[src/rtl/mxv_pkg.sv]
package mxv_pkg;

  localparam int WAYS = 4;

  typedef enum logic [1:0] {
    KIND_DATA   = 2'b00,
    KIND_CODE   = 2'b01,
    KIND_VICTIM = 2'b10,
    KIND_IDLE   = 2'b11
  } kind_e;

  // Point the tree bits on the path to way w away from it.
  function automatic logic [2:0] plru_touch(logic [2:0] bits, logic [1:0] w);
    logic [2:0] nb;
    nb = bits;
    nb[0] = ~w[1];
    if (!w[1]) nb[1] = ~w[0];
    else       nb[2] = ~w[0];
    return nb;
  endfunction

  // Follow the tree toward candidates in mask; an empty mask means all ways.
  function automatic logic [1:0] plru_pick(logic [2:0] bits, logic [3:0] mask);
    logic [3:0] m;
    logic       side;
    logic [1:0] pm;
    logic       pb;
    logic       lo;
    m = (mask == 4'b0000) ? 4'b1111 : mask;
    if (bits[0]) side = (m[3:2] != 2'b00) ? 1'b1 : 1'b0;
    else         side = (m[1:0] != 2'b00) ? 1'b0 : 1'b1;
    pm = side ? m[3:2] : m[1:0];
    pb = side ? bits[2] : bits[1];
    if (pb) lo = pm[1] ? 1'b1 : 1'b0;
    else    lo = pm[0] ? 1'b0 : 1'b1;
    return {side, lo};
  endfunction

  // Index of the lowest set bit (zero when none).
  function automatic logic [1:0] lowest_one(logic [3:0] v);
    logic [1:0] r;
    r = 2'd0;
    for (int i = 3; i >= 0; i--) begin
      if (v[i]) r = 2'(i);
    end
    return r;
  endfunction

endpackage

[src/rtl/mxv_hit_detect.sv]
module mxv_hit_detect import mxv_pkg::*; #(
  parameter int TAG_W = 13
) (
  input  logic [WAYS-1:0]             way_valid,
  input  logic [WAYS-1:0][TAG_W-1:0]  way_tag,
  input  logic [TAG_W-1:0]            req_tag,
  output logic                        hit,
  output logic [1:0]                  hit_way
);

  logic [WAYS-1:0] match;

  for (genvar w = 0; w < WAYS; w++) begin : g_cmp
    assign match[w] = way_valid[w] && (way_tag[w] == req_tag);
  end

  assign hit     = |match;
  assign hit_way = lowest_one(match);

endmodule

[src/rtl/mxv_share_judge.sv]
module mxv_share_judge #(
  parameter int CORE_W = 2
) (
  input  logic              is_code,
  input  logic              line_shared,
  input  logic [CORE_W-1:0] last_core,
  input  logic [CORE_W-1:0] req_core,
  output logic              keep
);

  // A line stays when it is code, has a sharing history, or changes hands.
  assign keep = is_code | line_shared | (last_core != req_core);

endmodule

[src/rtl/mxv_victim_pick.sv]
module mxv_victim_pick import mxv_pkg::*; (
  input  logic [WAYS-1:0] way_valid,
  input  logic [WAYS-1:0] way_shared,
  input  logic [2:0]      plru_bits,
  output logic [1:0]      victim_way
);

  logic            any_free;
  logic [WAYS-1:0] unshared_mask;

  assign any_free      = ~&way_valid;
  assign unshared_mask = way_valid & ~way_shared;
  assign victim_way    = any_free ? lowest_one(~way_valid)
                                  : plru_pick(plru_bits, unshared_mask);

endmodule

[src/rtl/mxv_cache.sv]
module mxv_cache import mxv_pkg::*; #(
  parameter int ADDR_W = 16,
  parameter int SET_W  = 3,
  parameter int DATA_W = 32,
  parameter int CORE_W = 2
) (
  input  logic              clk,
  input  logic              rst_n,
  input  logic              req_valid,
  input  logic [1:0]        req_kind,
  input  logic [CORE_W-1:0] req_core,
  input  logic [ADDR_W-1:0] req_addr,
  input  logic [DATA_W-1:0] req_wdata,
  output logic              rsp_valid,
  output logic              rsp_hit,
  output logic [DATA_W-1:0] rsp_data,
  output logic              mem_req_valid,
  output logic [ADDR_W-1:0] mem_req_addr
);

  localparam int SETS  = 1 << SET_W;
  localparam int TAG_W = ADDR_W - SET_W;

  logic [WAYS-1:0]              val_q  [SETS];
  logic [WAYS-1:0]              sh_q   [SETS];
  logic [2:0]                   plru_q [SETS];
  logic [WAYS-1:0][TAG_W-1:0]   tag_q  [SETS];
  logic [WAYS-1:0][DATA_W-1:0]  dat_q  [SETS];
  logic [WAYS-1:0][CORE_W-1:0]  lc_q   [SETS];

  logic [SET_W-1:0]             req_set;
  logic [TAG_W-1:0]             req_tag;
  logic [WAYS-1:0]              set_v, set_sh;
  logic [WAYS-1:0][TAG_W-1:0]   set_tag;
  logic [WAYS-1:0][DATA_W-1:0]  set_dat;
  logic [WAYS-1:0][CORE_W-1:0]  set_lc;
  logic [2:0]                   set_plru;

  assign req_set  = req_addr[SET_W-1:0];
  assign req_tag  = req_addr[ADDR_W-1:SET_W];
  assign set_v    = val_q[req_set];
  assign set_sh   = sh_q[req_set];
  assign set_tag  = tag_q[req_set];
  assign set_dat  = dat_q[req_set];
  assign set_lc   = lc_q[req_set];
  assign set_plru = plru_q[req_set];

  // Named internal events
  logic              is_read, is_code, is_insert;
  logic              hit_any, rd_hit, upd_hit, alloc_do, keep_line;
  logic [1:0]        hit_way, alloc_way;
  logic              hit_shared;
  logic [CORE_W-1:0] hit_lastc;

  assign is_code   = req_valid && (req_kind == KIND_CODE);
  assign is_read   = req_valid && ((req_kind == KIND_DATA) || (req_kind == KIND_CODE));
  assign is_insert = req_valid && (req_kind == KIND_VICTIM);

  mxv_hit_detect #(.TAG_W(TAG_W)) u_hit (
    .way_valid (set_v),
    .way_tag   (set_tag),
    .req_tag   (req_tag),
    .hit       (hit_any),
    .hit_way   (hit_way)
  );

  assign hit_shared = set_sh[hit_way];
  assign hit_lastc  = set_lc[hit_way];

  mxv_share_judge #(.CORE_W(CORE_W)) u_judge (
    .is_code     (is_code),
    .line_shared (hit_shared),
    .last_core   (hit_lastc),
    .req_core    (req_core),
    .keep        (keep_line)
  );

  mxv_victim_pick u_victim (
    .way_valid  (set_v),
    .way_shared (set_sh),
    .plru_bits  (set_plru),
    .victim_way (alloc_way)
  );

  assign rd_hit   = is_read && hit_any;
  assign upd_hit  = is_insert && hit_any;
  assign alloc_do = is_insert && !hit_any;

  // Control state and outputs
  always_ff @(posedge clk) begin
    if (!rst_n) begin
      for (int s = 0; s < SETS; s++) begin
        val_q[s]  <= '0;
        sh_q[s]   <= '0;
        plru_q[s] <= '0;
      end
      rsp_valid     <= 1'b0;
      rsp_hit       <= 1'b0;
      rsp_data      <= '0;
      mem_req_valid <= 1'b0;
      mem_req_addr  <= '0;
    end else begin
      if (rd_hit) begin
        if (keep_line) begin
          sh_q[req_set][hit_way] <= 1'b1;
          plru_q[req_set]        <= plru_touch(set_plru, hit_way);
        end else begin
          val_q[req_set][hit_way] <= 1'b0;
        end
      end
      if (upd_hit) begin
        plru_q[req_set] <= plru_touch(set_plru, hit_way);
      end
      if (alloc_do) begin
        val_q[req_set][alloc_way] <= 1'b1;
        sh_q[req_set][alloc_way]  <= 1'b0;
        plru_q[req_set]           <= plru_touch(set_plru, alloc_way);
      end
      rsp_valid     <= is_read;
      rsp_hit       <= rd_hit;
      rsp_data      <= rd_hit ? set_dat[hit_way] : '0;
      mem_req_valid <= is_read && !hit_any;
      mem_req_addr  <= (is_read && !hit_any) ? req_addr : '0;
    end
  end

  // Payload arrays: no reset needed, guarded by the valid bits
  always_ff @(posedge clk) begin
    if (rst_n) begin
      if (rd_hit && keep_line) begin
        lc_q[req_set][hit_way] <= req_core;
      end
      if (upd_hit) begin
        dat_q[req_set][hit_way] <= req_wdata;
        lc_q[req_set][hit_way]  <= req_core;
      end
      if (alloc_do) begin
        tag_q[req_set][alloc_way] <= req_tag;
        dat_q[req_set][alloc_way] <= req_wdata;
        lc_q[req_set][alloc_way]  <= req_core;
      end
    end
  end

endmodule

[config.mk]
export PLATFORM = sky130hd
export DESIGN_NAME = mxv_cache
export DESIGN_NICKNAME = d
export VERILOG_FILES = /design/src/rtl/mxv_pkg.sv /design/src/rtl/mxv_hit_detect.sv /design/src/rtl/mxv_share_judge.sv /design/src/rtl/mxv_victim_pick.sv /design/src/rtl/mxv_cache.sv
export SDC_FILE = /design/constraint.sdc
export NUM_CORES = 2
export LEC_CHECK = 0
export ABC_AREA = 1
export BUFFER_PORTS_ARGS = -buffer_cell sky130_fd_sc_hd__buf_4
export CORE_UTILIZATION = 39
export DETAILED_ROUTE_END_ITERATION = 6
export MAX_ROUTING_LAYER = met4
export SLEW_MARGIN = 5
export SYNTH_ARGS = -nofsm -noshare
export SYNTH_HDL_FRONTEND = slang
export SYNTH_SLANG_ARGS = --single-unit
export TNS_END_PERCENT = 20
[constraint.sdc]
create_clock -name clk -period 4.3 [get_ports clk]
set_clock_uncertainty 0.15 [all_clocks]
set_input_delay 0 -clock clk [delete_from_list [all_inputs] [get_ports clk]]
set_output_delay 0 -clock clk [all_outputs]
set_load 0.05 [all_outputs]
==> results.txt <==
status: complete, no violations
synth top area cells: edfxtp_1 74%, nand2_1 9.5%, nor2_1 1.9%
PortBufs: 105
Lkg Pwr: 0.0276 uW
design area: 76,300 um2
Placeable Area: 165,000 um2
Top FF cell, synth: edfxtp_1
most common cell after layout, fill and taps aside: nand2_1
Die H: 409 um
Routed Antenna Nets: 0
Final Max Slew Viols: 0
vias: 42,100
Net Count, Synth: 5,124
Post-Synthesis Cells: 5,069
worst slew pin tran: 1.30 ns
total grt overflow: 0
Crit-path slowest cell: nor2_4
number of CTS-inserted buffers: 164
Net Sw Frac: 22.1%
async set-reset flop share out of synthesis: 0%
worst r2r src: val_q[1][1]$_SDFFCE_PN0P_
Initial Util: 39.2%
Filler cells: 14,600
Clock Power Share: 42.3%
Final setup viols: 0
Worst Path Buf+Inv: 6
first-pass GRT wire length: 276,000 um
most frequent CP cell: nand2_1
Hold Path Origin: req_wdata[10]
CTS H-tree lvls: 4
Achievable Freq: 241 MHz
RSZ-0062 raised after global routing: false
largest buffer count on any clock path: 3
Post-CTS Setup Bufs: 0
Layout area overhead: 18.0%
Rel. slew slack: 13.2%
syn avg cell area: 12.8 um2
routability cong.: 0.911
CP Data Arrival Time: 4.49 ns
Critical path origin: val_q[1][1]$_SDFFCE_PN0P_
Hold WC Path Type: in -> reg
Seq pwr share: 52.5%
post-synth cell types: 47
gr usage total: 23.0%
NetSw: 7420 uW
Top-Level Pins: 106
Reg clk slew, reported paths: 0.06 ns
Seq cells post-synth: 1,643
number of enable flip-flop cells after synthesis: 1,592
delay-heaviest family, CP: simple AND/OR/NAND/NOR gates
initial antenna violation count: 6
fraction of layout cells with a size suffix above 1: 13.0%
final WL: 190,000 um
Synth area leader: edfxtp_1
Warnings, synthesis: 0
post-synth top area share: 73.9%
drt first pass iters: 6
Cell Area, Placed: 70,100 um2
Sink Count: 1,643
minimum clock period: 4.15 ns
drt wl/cell: 24.4 um
HPWL after DPL: 108,000 um
largest net degree at the start of global routing: 73
Root Driver: clkbuf_16
CP Capture Type: flop
PD cells: 440 nW/um2
commonest cells after routing, fill and taps aside: 1,640 x nand2_1, 1,592 x edfxtp_1, 318 x buf_4
die width: 409 um
initial detailed-routing violation count: 4,378
WP data required: 4.64 ns
VDD IR-drop max: 421 uV
later-pin clock latency in the skew report: 0.80 ns
DR vias/cell: 5.42
setup TNS: 0 ns
Placed Cells: 7,378
CP startpoint kind: flop
Rows: 149
CTS tree: built
fin cells: 7,763
Cell Chain, Critical Path: nand2_1 -> a21oi_1 -> o21ai_0 -> nand2_2 -> buf_4 -> nand3_1 -> nand2_1 -> maj3_2 -> a21oi_2 -> nand3_1 -> clkinv_1 -> nand2_1 -> inv_2 -> a21oi_2 -> buf_12 -> buf_4 -> nor2_4 -> buf_12
Internal Power: 26,200 uW
Crit Path Max Fanout: 20
DRC violations left: 0
Synth Cell Area: 64,700 um2
Logic pwr share: 5.3%
fin crit share: 96.5%
vias in the first global route: 40,700
Max Cap Viol: 0
Die Area: 167,000 um2
Setup CP Type: reg -> reg
endpoints failing hold: 0
NumNets Final: 5,490
max incr delay on CP: 0.68 ns
post-synthesis sequential area ratio: 75.5%
-- cells in the mapped netlist (24+ instances only) --
master    number
a31oi_1       33
nand3_1      177
clkbuf_1     123
nor2_1       333
buf_2         53
o211ai_1      27
o21ai_0       55
nand2_1     1645
dfxtp_1       51
nand4_1      113
inv_1        237
a22o_1        74
a22oi_1      147
a221oi_1     127
buf_4         24
buf_1         51
o21ai_1       25
a21oi_1       24
edfxtp_1    1592
-- power by group through the flow --
stage                     Combinational [uW]  Sequential, uW  Clock [uW]
after detailed placement                1690           18000           0
after floorplan                          859           18000           0
after global routing                    1920           17600       15000
final                                   1770           17600       14200
after CTS                               1760           17600       14400
after global placement                  1670           18000           0
-- logic make-up (layout without fill, tap and decap cells) --
kind of cell,Yosys count,after routing,synth area share [%]
adders and majority gates,1,1,0.0174
other,0,2,0
DFF,1643,1643,75.5
AOI/OAI and AO/OA,557,557,6.37
and+or+nand+nor,2357,2359,14.9
buffers and inverters,511,1012,3.25
-- cell type report --
class                           count  area [um2]  share of cell area, %
Multi-Input combinational cell   2917       14100                   18.4
Inverter                          256         981                   1.29
Antenna cell                        2        5.00                0.00656
Clock buffer                      235        4660                   6.10
Sequential cell                  1643       48800                   64.0
Timing Repair Buffer              453        4310                   5.65
Tap cell                         2189        2740                   3.59
Clock inverter                     68         736                  0.964
-- through the flow --
step	utilization, %	hold WS [ns]	setup WS (ns)	total power, uW
floorplan	-	-0.0511	0.119	18800
global placement	42.5	0.234	0.0276	19600
detailed placement	42.5	0.233	0.0561	19600
CTS	46.3	0.00198	0.182	33800
global route	46.3	0.0271	0.00818	34500
finish	46.3	0.0314	0.151	33600
-- sequential cells by signal (all words and copies together), names as in the netlist --
register	count
lc_q	64
mem_req_valid	1
mem_req_addr	16
dat_q	1024
sh_q	32
tag_q	416
rsp_hit	1
rsp_data	32
val_q	32
plru_q	24
rsp_valid	1
-- worst reg2reg max path: cells and delay by family, from the launching register on --
kind	cells	cell delay, ns
compound gates	4	0.54
buf+inv	6	1.04
fa+ha+maj	1	0.33
flops	1	0.36
simple gates	7	1.35
-- worst paths after layout --
kind / to / cells after the start / slack, ns
setup reg to reg: dat_q[5][78]$_DFFE_PP_ / 18 / 0.15
setup / recovery: dat_q[5][78]$_DFFE_PP_ / 18 / 0.15
hold reg to reg: rsp_data[15]$_SDFF_PN0_ / 4 / 0.57
hold / removal: dat_q[2][10]$_DFFE_PP_ / 2 / 0.03
-- repair_timing --
action,in CTS,in global routing
gates resized for setup,0,2
hold endpoints to repair,1669,0
setup endpoints to repair,0,86
hold buffers,78,0
-- routing by layer --
layer / global-route usage (%) / vias to the layer above / part of all wire [%]
met4: 7.74 / 0 / 3.3
li1: - / 18900 / -
met1: 30.1 / 21000 / 41
met2: 36.8 / 1835 / 48
met3: 3.37 / 386 / 7.6
met5: - / - / 0
No activity file was read; power rests on OpenSTA's default activity.
